===== config.mk =====
export PLATFORM = sky130hd
export DESIGN_NAME = isa_lane_bridge
export DESIGN_NICKNAME = d
export VERILOG_FILES = /design/src/rtl/isa_bridge_pkg.sv /design/src/rtl/isa_addr_decode.sv /design/src/rtl/isa_lane_steer.sv /design/src/rtl/isa_cycle_seq.sv /design/src/rtl/isa_lane_bridge.sv
export SDC_FILE = /design/constraint.sdc
export NUM_CORES = 1
export LEC_CHECK = 0
export ABC_AREA = 1
export BUFFER_PORTS_ARGS = -buffer_cell sky130_fd_sc_hd__buf_2
export CORE_MARGIN = 5
export CORE_UTILIZATION = 35
export CTS_CLUSTER_DIAMETER = 120
export CTS_CLUSTER_SIZE = 24
export DETAILED_ROUTE_END_ITERATION = 16
export SLEW_MARGIN = 0
export SYNTH_ARGS = -nofsm -noshare
export SYNTH_HDL_FRONTEND = slang
export SYNTH_HIERARCHICAL = 1
export SYNTH_SLANG_ARGS = --single-unit

===== constraint.sdc =====
create_clock -name clk -period 3.95 [get_ports clk]
set_input_delay 0.79 -clock clk [delete_from_list [all_inputs] [get_ports clk]]
set_output_delay 0.79 -clock clk [all_outputs]
set_load 0.02 [all_outputs]

===== src/rtl/isa_bridge_pkg.sv =====
package isa_bridge_pkg;
   typedef enum logic [1:0] {
      SZ_BYTE  = 2'd0,
      SZ_HALF  = 2'd1,
      SZ_TRICK = 2'd2,
      SZ_SPLIT = 2'd3
   } xfer_size_e;

   typedef enum logic [1:0] {
      ST_IDLE = 2'd0,
      ST_STRB = 2'd1,
      ST_HOLD = 2'd2,
      ST_DONE = 2'd3
   } seq_state_e;

   localparam int LEG_N = 3;
   localparam logic [11:0] LEG_BASE [LEG_N] = '{12'h3F8, 12'h2F8, 12'h378};
endpackage


===== src/rtl/isa_addr_decode.sv =====
module isa_addr_decode
   import isa_bridge_pkg::*;
#(
   parameter int PORT_W    = 12,
   parameter bit LEGACY_EN = 1'b1,
   localparam int OFS_W    = PORT_W + 2
) (
   input  logic [OFS_W-1:0]  ofs,
   input  xfer_size_e        size,
   output logic              err,
   output logic [PORT_W-1:0] port,
   output logic [1:0]        lanes,
   output logic              split
);
   logic leg;

   generate
      if (LEGACY_EN) begin : g_leg
         logic [LEG_N-1:0] hit;
         for (genvar i = 0; i < LEG_N; i++) begin : g_grp
            localparam logic [PORT_W-1:0] BASE = PORT_W'(LEG_BASE[i]);
            assign hit[i] = (ofs[OFS_W-1:5] == BASE[PORT_W-1:3]);
         end
         assign leg = |hit;
      end else begin : g_noleg
         assign leg = 1'b0;
      end
   endgenerate

   always_comb begin
      err   = 1'b0;
      port  = '0;
      lanes = 2'b00;
      split = 1'b0;
      if (leg) begin
         port = ofs[OFS_W-1:2];
         if (ofs[1:0] != 2'b00) err = 1'b1;
         else begin
            case (size)
               SZ_BYTE: lanes = 2'b01;
               SZ_HALF: if (ofs[2]) err = 1'b1; else lanes = 2'b11;
               default: err = 1'b1;
            endcase
         end
      end else if (ofs[OFS_W-1] || ofs[1]) begin
         err = 1'b1;
      end else begin
         port = {ofs[OFS_W-2:2], 1'b0};
         case (size)
            SZ_BYTE: begin
               port[0] = ofs[0];
               lanes   = ofs[0] ? 2'b10 : 2'b01;
            end
            SZ_HALF: if (ofs[0]) err = 1'b1; else lanes = 2'b11;
            SZ_TRICK: begin
               if (ofs[0]) err = 1'b1;
               else begin
                  port[0] = 1'b1;
                  lanes   = 2'b01;
               end
            end
            default: begin
               if (ofs[2:0] != 3'b000) err = 1'b1;
               else begin
                  lanes = 2'b11;
                  split = 1'b1;
               end
            end
         endcase
      end
   end
endmodule


===== src/rtl/isa_lane_steer.sv =====
module isa_lane_steer (
   input  logic [1:0]  lanes,
   input  logic        second,
   input  logic [31:0] wdata,
   input  logic [15:0] din,
   output logic [15:0] dout,
   output logic [15:0] rd_piece
);
   always_comb begin
      if (second)               dout = wdata[31:16];
      else if (lanes == 2'b10)  dout = {wdata[7:0], 8'h00};
      else if (lanes == 2'b01)  dout = {8'h00, wdata[7:0]};
      else                      dout = wdata[15:0];

      if (lanes == 2'b10)       rd_piece = {8'h00, din[15:8]};
      else if (lanes == 2'b01)  rd_piece = {8'h00, din[7:0]};
      else                      rd_piece = din;
   end
endmodule


===== src/rtl/isa_cycle_seq.sv =====
module isa_cycle_seq
   import isa_bridge_pkg::*;
#(
   parameter int PORT_W = 12,
   parameter int STRB_W = 4
) (
   input  logic              clk,
   input  logic              rst_n,
   input  logic [STRB_W-1:0] cfg_strobe_len,
   input  logic              cpu_valid,
   input  logic              cpu_write,
   input  logic [31:0]       cpu_wdata,
   input  logic              dec_err,
   input  logic [PORT_W-1:0] dec_port,
   input  logic [1:0]        dec_lanes,
   input  logic              dec_split,
   input  logic [15:0]       rd_piece,
   output logic              acc,
   output logic              second_q,
   output logic [31:0]       wdata_q,
   output logic [1:0]        isa_lane,
   output logic [PORT_W-1:0] isa_addr,
   output logic              isa_rd_n,
   output logic              isa_wr_n,
   output logic              isa_oe,
   output logic              cpu_ready,
   output logic              cpu_err,
   output logic [31:0]       cpu_rdata
);
   seq_state_e        st;
   logic [STRB_W-1:0] cnt, len_q, eff_len;
   logic [1:0]        lanes_q;
   logic              write_q, split_q, in_cyc;

   assign eff_len  = (cfg_strobe_len == '0) ? STRB_W'(1) : cfg_strobe_len;
   assign acc      = (st == ST_IDLE) && cpu_valid;
   assign in_cyc   = (st == ST_STRB) || (st == ST_HOLD);
   assign isa_rd_n = !((st == ST_STRB) && !write_q);
   assign isa_wr_n = !((st == ST_STRB) && write_q);
   assign isa_oe   = in_cyc && write_q;
   assign isa_lane = in_cyc ? lanes_q : 2'b00;
   assign cpu_ready = (st == ST_DONE);

   always_ff @(posedge clk or negedge rst_n) begin
      if (!rst_n) begin
         st        <= ST_IDLE;
         cnt       <= '0;
         len_q     <= '0;
         lanes_q   <= 2'b00;
         write_q   <= 1'b0;
         split_q   <= 1'b0;
         second_q  <= 1'b0;
         wdata_q   <= '0;
         isa_addr  <= '0;
         cpu_err   <= 1'b0;
         cpu_rdata <= '0;
      end else begin
         case (st)
            ST_IDLE: if (cpu_valid) begin
               write_q   <= cpu_write;
               wdata_q   <= cpu_wdata;
               len_q     <= eff_len;
               cpu_rdata <= '0;
               cpu_err   <= dec_err;
               second_q  <= 1'b0;
               if (dec_err) st <= ST_DONE;
               else begin
                  isa_addr <= dec_port;
                  lanes_q  <= dec_lanes;
                  split_q  <= dec_split;
                  cnt      <= eff_len - STRB_W'(1);
                  st       <= ST_STRB;
               end
            end
            ST_STRB: begin
               if (cnt == '0) begin
                  if (!write_q) begin
                     if (second_q) cpu_rdata[31:16] <= rd_piece;
                     else          cpu_rdata        <= {16'h0000, rd_piece};
                  end
                  st <= ST_HOLD;
               end else begin
                  cnt <= cnt - STRB_W'(1);
               end
            end
            ST_HOLD: begin
               if (split_q && !second_q) begin
                  second_q <= 1'b1;
                  isa_addr <= isa_addr + PORT_W'(2);
                  cnt      <= len_q - STRB_W'(1);
                  st       <= ST_STRB;
               end else begin
                  st <= ST_DONE;
               end
            end
            default: st <= ST_IDLE;
         endcase
      end
   end

   // checker-side run counter for the strobe width
   logic [STRB_W:0] low_run;
   logic            strb_low;
   assign strb_low = !isa_rd_n || !isa_wr_n;
   always_ff @(posedge clk or negedge rst_n) begin
      if (!rst_n)        low_run <= '0;
      else if (strb_low) low_run <= low_run + 1'b1;
      else               low_run <= '0;
   end

   assert_strobe_excl_R9: assert property (@(posedge clk) disable iff (!rst_n)
      !(!isa_rd_n && !isa_wr_n));
   assert_strobe_len_R9: assert property (@(posedge clk) disable iff (!rst_n)
      (!strb_low && low_run != '0) |-> (low_run == {1'b0, len_q}));
   assert_addr_hold_R9: assert property (@(posedge clk) disable iff (!rst_n)
      strb_low |=> ($stable(isa_addr) && $stable(isa_lane)));
   assert_oe_write_R9: assert property (@(posedge clk) disable iff (!rst_n)
      !isa_rd_n |-> !isa_oe);
   assert_ready_pulse_R11: assert property (@(posedge clk) disable iff (!rst_n)
      cpu_ready |=> !cpu_ready);
endmodule


===== src/rtl/isa_lane_bridge.sv =====
module isa_lane_bridge
   import isa_bridge_pkg::*;
#(
   parameter int PORT_W    = 12,
   parameter int STRB_W    = 4,
   parameter bit LEGACY_EN = 1'b1,
   localparam int OFS_W    = PORT_W + 2
) (
   input  logic              clk,
   input  logic              rst_n,
   input  logic [STRB_W-1:0] cfg_strobe_len,
   input  logic              cpu_valid,
   input  logic [OFS_W-1:0]  cpu_addr,
   input  logic [1:0]        cpu_size,
   input  logic              cpu_write,
   input  logic [31:0]       cpu_wdata,
   output logic              cpu_ready,
   output logic [31:0]       cpu_rdata,
   output logic              cpu_err,
   output logic [PORT_W-1:0] isa_addr,
   output logic [1:0]        isa_lane,
   output logic              isa_rd_n,
   output logic              isa_wr_n,
   output logic              isa_oe,
   output logic [15:0]       isa_dout,
   input  logic [15:0]       isa_din
);
   if (PORT_W < 10) begin : g_bad_port
      $error("PORT_W must cover the legacy port groups");
   end
   if (STRB_W < 1 || STRB_W > 8) begin : g_bad_strb
      $error("STRB_W out of range");
   end

   logic              dec_err, dec_split, acc, second_q;
   logic [PORT_W-1:0] dec_port;
   logic [1:0]        dec_lanes;
   logic [31:0]       wdata_q;
   logic [15:0]       rd_piece;
   xfer_size_e        size;

   assign size = xfer_size_e'(cpu_size);

   isa_addr_decode #(.PORT_W(PORT_W), .LEGACY_EN(LEGACY_EN)) u_dec (
      .ofs(cpu_addr), .size(size), .err(dec_err), .port(dec_port),
      .lanes(dec_lanes), .split(dec_split));

   isa_cycle_seq #(.PORT_W(PORT_W), .STRB_W(STRB_W)) u_seq (
      .clk(clk), .rst_n(rst_n), .cfg_strobe_len(cfg_strobe_len),
      .cpu_valid(cpu_valid), .cpu_write(cpu_write), .cpu_wdata(cpu_wdata),
      .dec_err(dec_err), .dec_port(dec_port), .dec_lanes(dec_lanes),
      .dec_split(dec_split), .rd_piece(rd_piece), .acc(acc),
      .second_q(second_q), .wdata_q(wdata_q), .isa_lane(isa_lane),
      .isa_addr(isa_addr), .isa_rd_n(isa_rd_n), .isa_wr_n(isa_wr_n),
      .isa_oe(isa_oe), .cpu_ready(cpu_ready), .cpu_err(cpu_err),
      .cpu_rdata(cpu_rdata));

   isa_lane_steer u_steer (
      .lanes(isa_lane), .second(second_q), .wdata(wdata_q), .din(isa_din),
      .dout(isa_dout), .rd_piece(rd_piece));

   assert_odd_half_err_R6: assert property (@(posedge clk) disable iff (!rst_n)
      (acc && size == SZ_HALF && cpu_addr[0]) |=> (cpu_ready && cpu_err));
   assert_trick_a0_R2: assert property (@(posedge clk) disable iff (!rst_n)
      (acc && size == SZ_TRICK && !dec_err) |=> (isa_addr[0] && isa_lane == 2'b01));
   assert_err_no_strobe_R8: assert property (@(posedge clk) disable iff (!rst_n)
      (acc && dec_err) |=> (isa_rd_n && isa_wr_n && cpu_ready));
   assert_split_step_R7: assert property (@(posedge clk) disable iff (!rst_n)
      $rose(second_q) |-> (isa_addr == $past(isa_addr) + PORT_W'(2)));
endmodule


# Word level (Yosys, flattened, before mapping)
# Index checks and enable logic that the tools add are counted.
[op_classes]
addsub = 4
eq_ne = 17
mux = 56
n_bitwise = 1
n_reduce_logical = 30
[ops]
columns = ["op", "n"]
rows = [
  ["$mux W16", 7],
  ["$mux W32", 3],
  ["$pmux W32 S2", 1],
  ["$mux W12", 5],
  ["$eq A9 B7 Y1 const B", 3],
  ["$mux W2", 12],
  ["$pmux W12 S2", 1],
  ["$mux W4", 5],
  ["$mux W1", 14],
  ["$ne A2 B2 Y1 const B", 7],
  ["$add A12 B2 Y12 const B", 1],
  ["$pmux W2 S3", 2],
  ["$pmux W4 S3", 1],
  ["$sub A4 B1 Y4 const B", 3],
  ["$reduce_and A5 Y1", 2],
  ["$eq A2 B2 Y1 const B", 4],
  ["$logic_not A4 Y1", 2],
  ["$pmux W1 S2", 4],
  ["$reduce_and A4 Y1", 2],
  ["$eq A2 B1 Y1 const B", 3],
  ["$reduce_and A3 Y1", 2],
  ["$reduce_bool A2 Y1", 3],
  ["$reduce_bool A3 Y1", 2],
  ["$reduce_or A3 Y1", 2],
  ["other kinds (8)", 17],
]
[totals]
register_bits = 92
input_bits = 72
output_inout_bits = 67
word_cells = 120

# Depth between registers and ports, before layout
[logic_depth]
ltp_word = 10
depth_mapped = 15

# Modules after synthesis
# Netlist, hierarchy kept.
[modules_own_cells]
columns = ["module", "n_inst", "cells_each", "area_each_um2", "seq_area_each_um2"]
rows = [
  ["isa_cycle_seq", 1, 524, 4265.3, 2302.2],
  ["isa_lane_steer", 1, 132, 581.8, 0.0],
  ["isa_addr_decode", 1, 84, 434.2, 0.0],
]

# Worst setup path after synthesis
# No wires, ideal clock.
[synth_timing]
path_type = "reg-to-output"
startpoint = "register u_seq.st[0]"
endpoint = "output port isa_dout[10]"
t_arrival_ns = 1.637
required_time_ns = 3.160
path_slack_ns = 1.523
stages_incl_launch_ff = 10
path_cell_list = "dfrtp_1 -> inv_1 -> ha_1 -> nand2_1 -> inv_1 -> inv_1 -> nand2_4 -> buf_6 -> nand3_1 -> nand3_1"
[synth_via]
elab_chain_len = 7
[synth_lines]
columns = ["element", "line_no", "rtl"]
rows = [
  ["start: declaration", "isa_cycle_seq.sv:30", "seq_state_e st;"],
  ["start signal: assignment", "isa_cycle_seq.sv:46", "st <= ST_IDLE;"],
  ["start signal: assignment", "isa_cycle_seq.sv:66", "if (dec_err) st <= ST_DONE;"],
  ["start signal: assignment", "isa_cycle_seq.sv:72", "st <= ST_STRB;"],
  ["$eq A2 B1 Y1 / $eq A2 B2 Y1 (equally long branches)", "isa_cycle_seq.sv:37", "assign in_cyc = (st == ST_STRB) || (st == ST_HOLD);"],
  ["$logic_or A1 B1 Y1 *", "isa_cycle_seq.sv:37", ""],
  ["$mux W2 *", "isa_cycle_seq.sv:41", "assign isa_lane = in_cyc ? lanes_q : 2'b00;"],
  ["named net isa_lane[0]", "isa_lane_bridge.sv:21", "output logic [1:0] isa_lane,"],
  ["$eq A2 B1 Y1", "isa_lane_steer.sv:12", "else if (lanes == 2'b01) dout = {8'h00, wdata[7:0]};"],
  ["$mux W16", "isa_lane_steer.sv:12", ""],
  ["$mux W16 *", "isa_lane_steer.sv:11", "else if (lanes == 2'b10) dout = {wdata[7:0], 8'h00};"],
  ["$mux W16 *", "isa_lane_steer.sv:10", "if (second) dout = wdata[31:16];"],
  ["end: declaration", "isa_lane_bridge.sv:25", "output logic [15:0] isa_dout,"],
]
# The timed path passes the listed nets; every way through them passes the cells marked *.

# Final worst setup path
[layout_timing]
startpoint = "register u_seq.st[0]"
endpoint = "output port isa_dout[13]"
[layout_via]
elab_chain_len = 7
[layout_lines]
columns = ["element", "line_no"]
rows = [
  ["$eq A2 B1 Y1 / $eq A2 B2 Y1 (equally long branches)", "isa_cycle_seq.sv:37"],
  ["$logic_or A1 B1 Y1 *", "isa_cycle_seq.sv:37"],
  ["$mux W2 *", "isa_cycle_seq.sv:41"],
  ["$eq A2 B1 Y1", "isa_lane_steer.sv:12"],
  ["$mux W16", "isa_lane_steer.sv:12"],
  ["$mux W16 *", "isa_lane_steer.sv:11"],
  ["$mux W16 *", "isa_lane_steer.sv:10"],
]
# Every way passes the cells marked *; elsewhere a longest branch is shown, timed or not.

==> results.toml <==
[route]
drtIter0Drc = 339
wl_per_cell_um = 14.21
antenna_left = 0
wirelength_um = 15030
num_vias = 5071
viasPerCell = 4.793
dr.pass1.iters = 5
drc = 0

[power]
p_switching_mw = 2.420
power_density_mw_per_mm2 = 803.5
vdd_drop_max_mv = 0.3261
total_power_mw = 5.130
internal_power_mw = 2.710
p_comb_share_pct = 50.2
leakagePower_nw = 3.595
p_sw_share_pct = 47.17
clkPwrFrac_pct = 18.4
power_frac_seq_pct = 31.4

[timing]
worst_pin_slew_ps = 793.6
slew_headroom_pct = 47.10
min_period_over_period_pct = 78.40
finalHoldViolCount = 0
drv_slew = 0
fmax_ghz = 0.3229
setup_ws_ps = 853.2
setup_tns_ps = 0
rsz0062_at_grt = "no"
hold_ws_ps = 475.6
final-setup-viol-count = 0
clock_skew_ps = 5.062
fin_crit_ps = 3097

[placement]
post-dp-hpwl_um = 11210
finalWeightedCongestion = 0.8340
numPortBuffers = 138
dp_slack_ps = 1215
postPlaceCellArea_mm2 = 0.006058

[synth]
syn-cell-area_mm2 = 0.005281
ys.flop_type = "dfrtp_1"
ys_seq_area_share_pct = 43.59
synth_top_area_cell = "dfrtp_1"
synth.area.top_cells = "dfrtp_1, nand2_1, nand3_1"
postSynthAreaPerCell_um2 = 7.137
synth_commonest_cells = "nand2_1, dfrtp_1, nand3_1"
synth_warnings = 6
synth_seq_cells = 92
synth_nets = 823
async_reset_ff_share_pct = 100.0
ys_types = 33
synth.most_common_cell = "nand2_1"
synth_edf_count = 0
synthCells = 740
yosys.area.top_type_share_pct = 43.59

[critical_path]
crit_start = "u_seq/st[0]"
critPathLaunchType = "flop"
rrSetupSlack_ps = 1790
crit_type = "reg2out"
crit_arrival_ps = 2310
cp.required_ps = 3160
crit_fanout = 34
r2r_start = "u_seq/st[0]"
critPathCaptureType = "output port"

[floorplanning]
die_h_um = 132.8
fp.coreArea_mm2 = 0.01498
rows = 45
start_util_pct = 35.26
die_w_um = 132.8
die_area_mm2 = 0.01765
ioPinCount = 139

[job]
cap_violations = 0

[worst_hold_path]
hold_path_class = "reg2reg"
worstHoldStart = "u_seq/wdata_q[5]"

[clock_network]
cts_tree = "done"
post_cts.repair.setup_buffers = 0
clock_path_buffers = 2
cts_sinks = 92
cts_made_buffers = 9
cts_root_buffer = "clkbuf_16"
cts.clk_slew.worst_paths_ps = 60
cts_resized = 0
cts-hold-fix-buffers = 0
htreeDepth = 3
clk_latency_ps = 350

[cells_and_area]
syn_to_final_growth_pct = 20.90
design_area_mm2 = 0.006385
drive_above_1_share_pct = 21.38
nNetsFinal = 948
antenna-diode-count = 0

[grt]
antenna_found_initial = 0
grt_pass1_vias = 5002
grt_max_degree = 61
overflow = 0
grt_pass1_wl_um = 24870
globalRouteTotalUtil_pct = 17.32

[run_status]
status = "complete, no violations"
power groups by stage:
stage / clock network, mW / registers, mW / logic (mW)
after floorplan: 0 / 1.76 / 1.74
after global placement: 0 / 1.62 / 2.58
after detailed placement: 0 / 1.62 / 2.60
after CTS: 0.975 / 1.61 / 2.60
after global routing: 1.01 / 1.67 / 2.91
final: 0.945 / 1.61 / 2.57
state kept, by name (all words and copies together), names as in the netlist:
signal and cells:
u_seq/cnt 4, u_seq/cpu_err 1, u_seq/cpu_rdata 32, u_seq/isa_addr 12, u_seq/lanes_q 2, u_seq/len_q 4
u_seq/second_q 1, u_seq/split_q 1, u_seq/st 2, u_seq/wdata_q 32, u_seq/write_q 1
worst max-delay path, cell delays in order, from the launching register on:
cell	delay, ps
dfrtp_1	400
inv_1	90
ha_1	420
nand2_1	70
inv_1	100
inv_1	70
nand2_4	310
inv_2	150
nand2_1	100
nand3_1	80
buf_2	160
routing by layer:
layer  share of wire (%)  vias to the layer above  track usage, %
li1                    -                     2579               -
met3                 7.7                       18           5.171
met1                  45                     2314           22.52
met4                 1.5                        0           5.831
met2                  46                      160           27.57
met5                   0                        -               0
cells in the final DEF, fill, tap and decap left out:
master	instances
nor3_1	1
nor2_4	3
o22ai_1	1
clkbuf_1	1
o21ai_0	45
ha_1	11
nand3_4	1
inv_1	74
o21ai_1	18
inv_6	1
dfrtp_1	92
xnor2_1	1
clkinvlp_4	2
nand2_1	285
a21oi_1	9
xor2_1	2
nand3_2	2
nand2_4	2
nor2_1	56
inv_2	3
a31oi_1	2
clkbuf_16	9
clkbuf_8	1
nand4_1	5
a21oi_2	2
nand2_2	2
nor2_2	1
nand3_1	78
o21ai_2	8
nand2b_1	1
buf_4	10
a22oi_1	1
buf_2	137
bufinv_16	2
o211ai_1	1
cell type report:
cell class / instances / area, µm²
clock buffer: 11 / 242.7
clock inverter: 5 / 83.83
fill: 1604 / 8592
inverter: 77 / 289.0
multi-input combinational: 538 / 2471
sequential: 92 / 2302
tap: 188 / 235.2
timing repair buffer: 147 / 760.7
worst paths after layout:
check	depth (start not counted)	end
max	10	isa_dout[13]
min	2	u_seq/wdata_q[5]
max reg2reg	8	u_seq/cpu_err
min reg2reg	2	u_seq/wdata_q[5]
max in group asynchronous	2	u_seq/isa_addr[8]
min in group asynchronous	1	u_seq/cpu_rdata[18]
kinds of logic (layout without fill, tap and decap cells):
group	after synthesis	count (layout)	synth area share, %
xor gates and xnor gates	3	3	0.4976
AOI/OAI and AO/OA	87	87	9.121
adders and majority gates	11	11	2.606
DFF	92	92	43.59
and+or+nand+nor	437	437	34.57
buffers and inverters	110	240	9.618
metrics by stage:
| stage | std cells | utilization, % |
|---|---|---|
| after floorplan | 740 | - |
| after global placement | 1042 | 40.45 |
| after detailed placement | 1042 | 40.45 |
| after CTS | 1058 | 42.63 |
| after global routing | 1058 | 42.63 |
| final | 1058 | 42.63 |
Note: power is estimated with default switching activity, not from simulation.
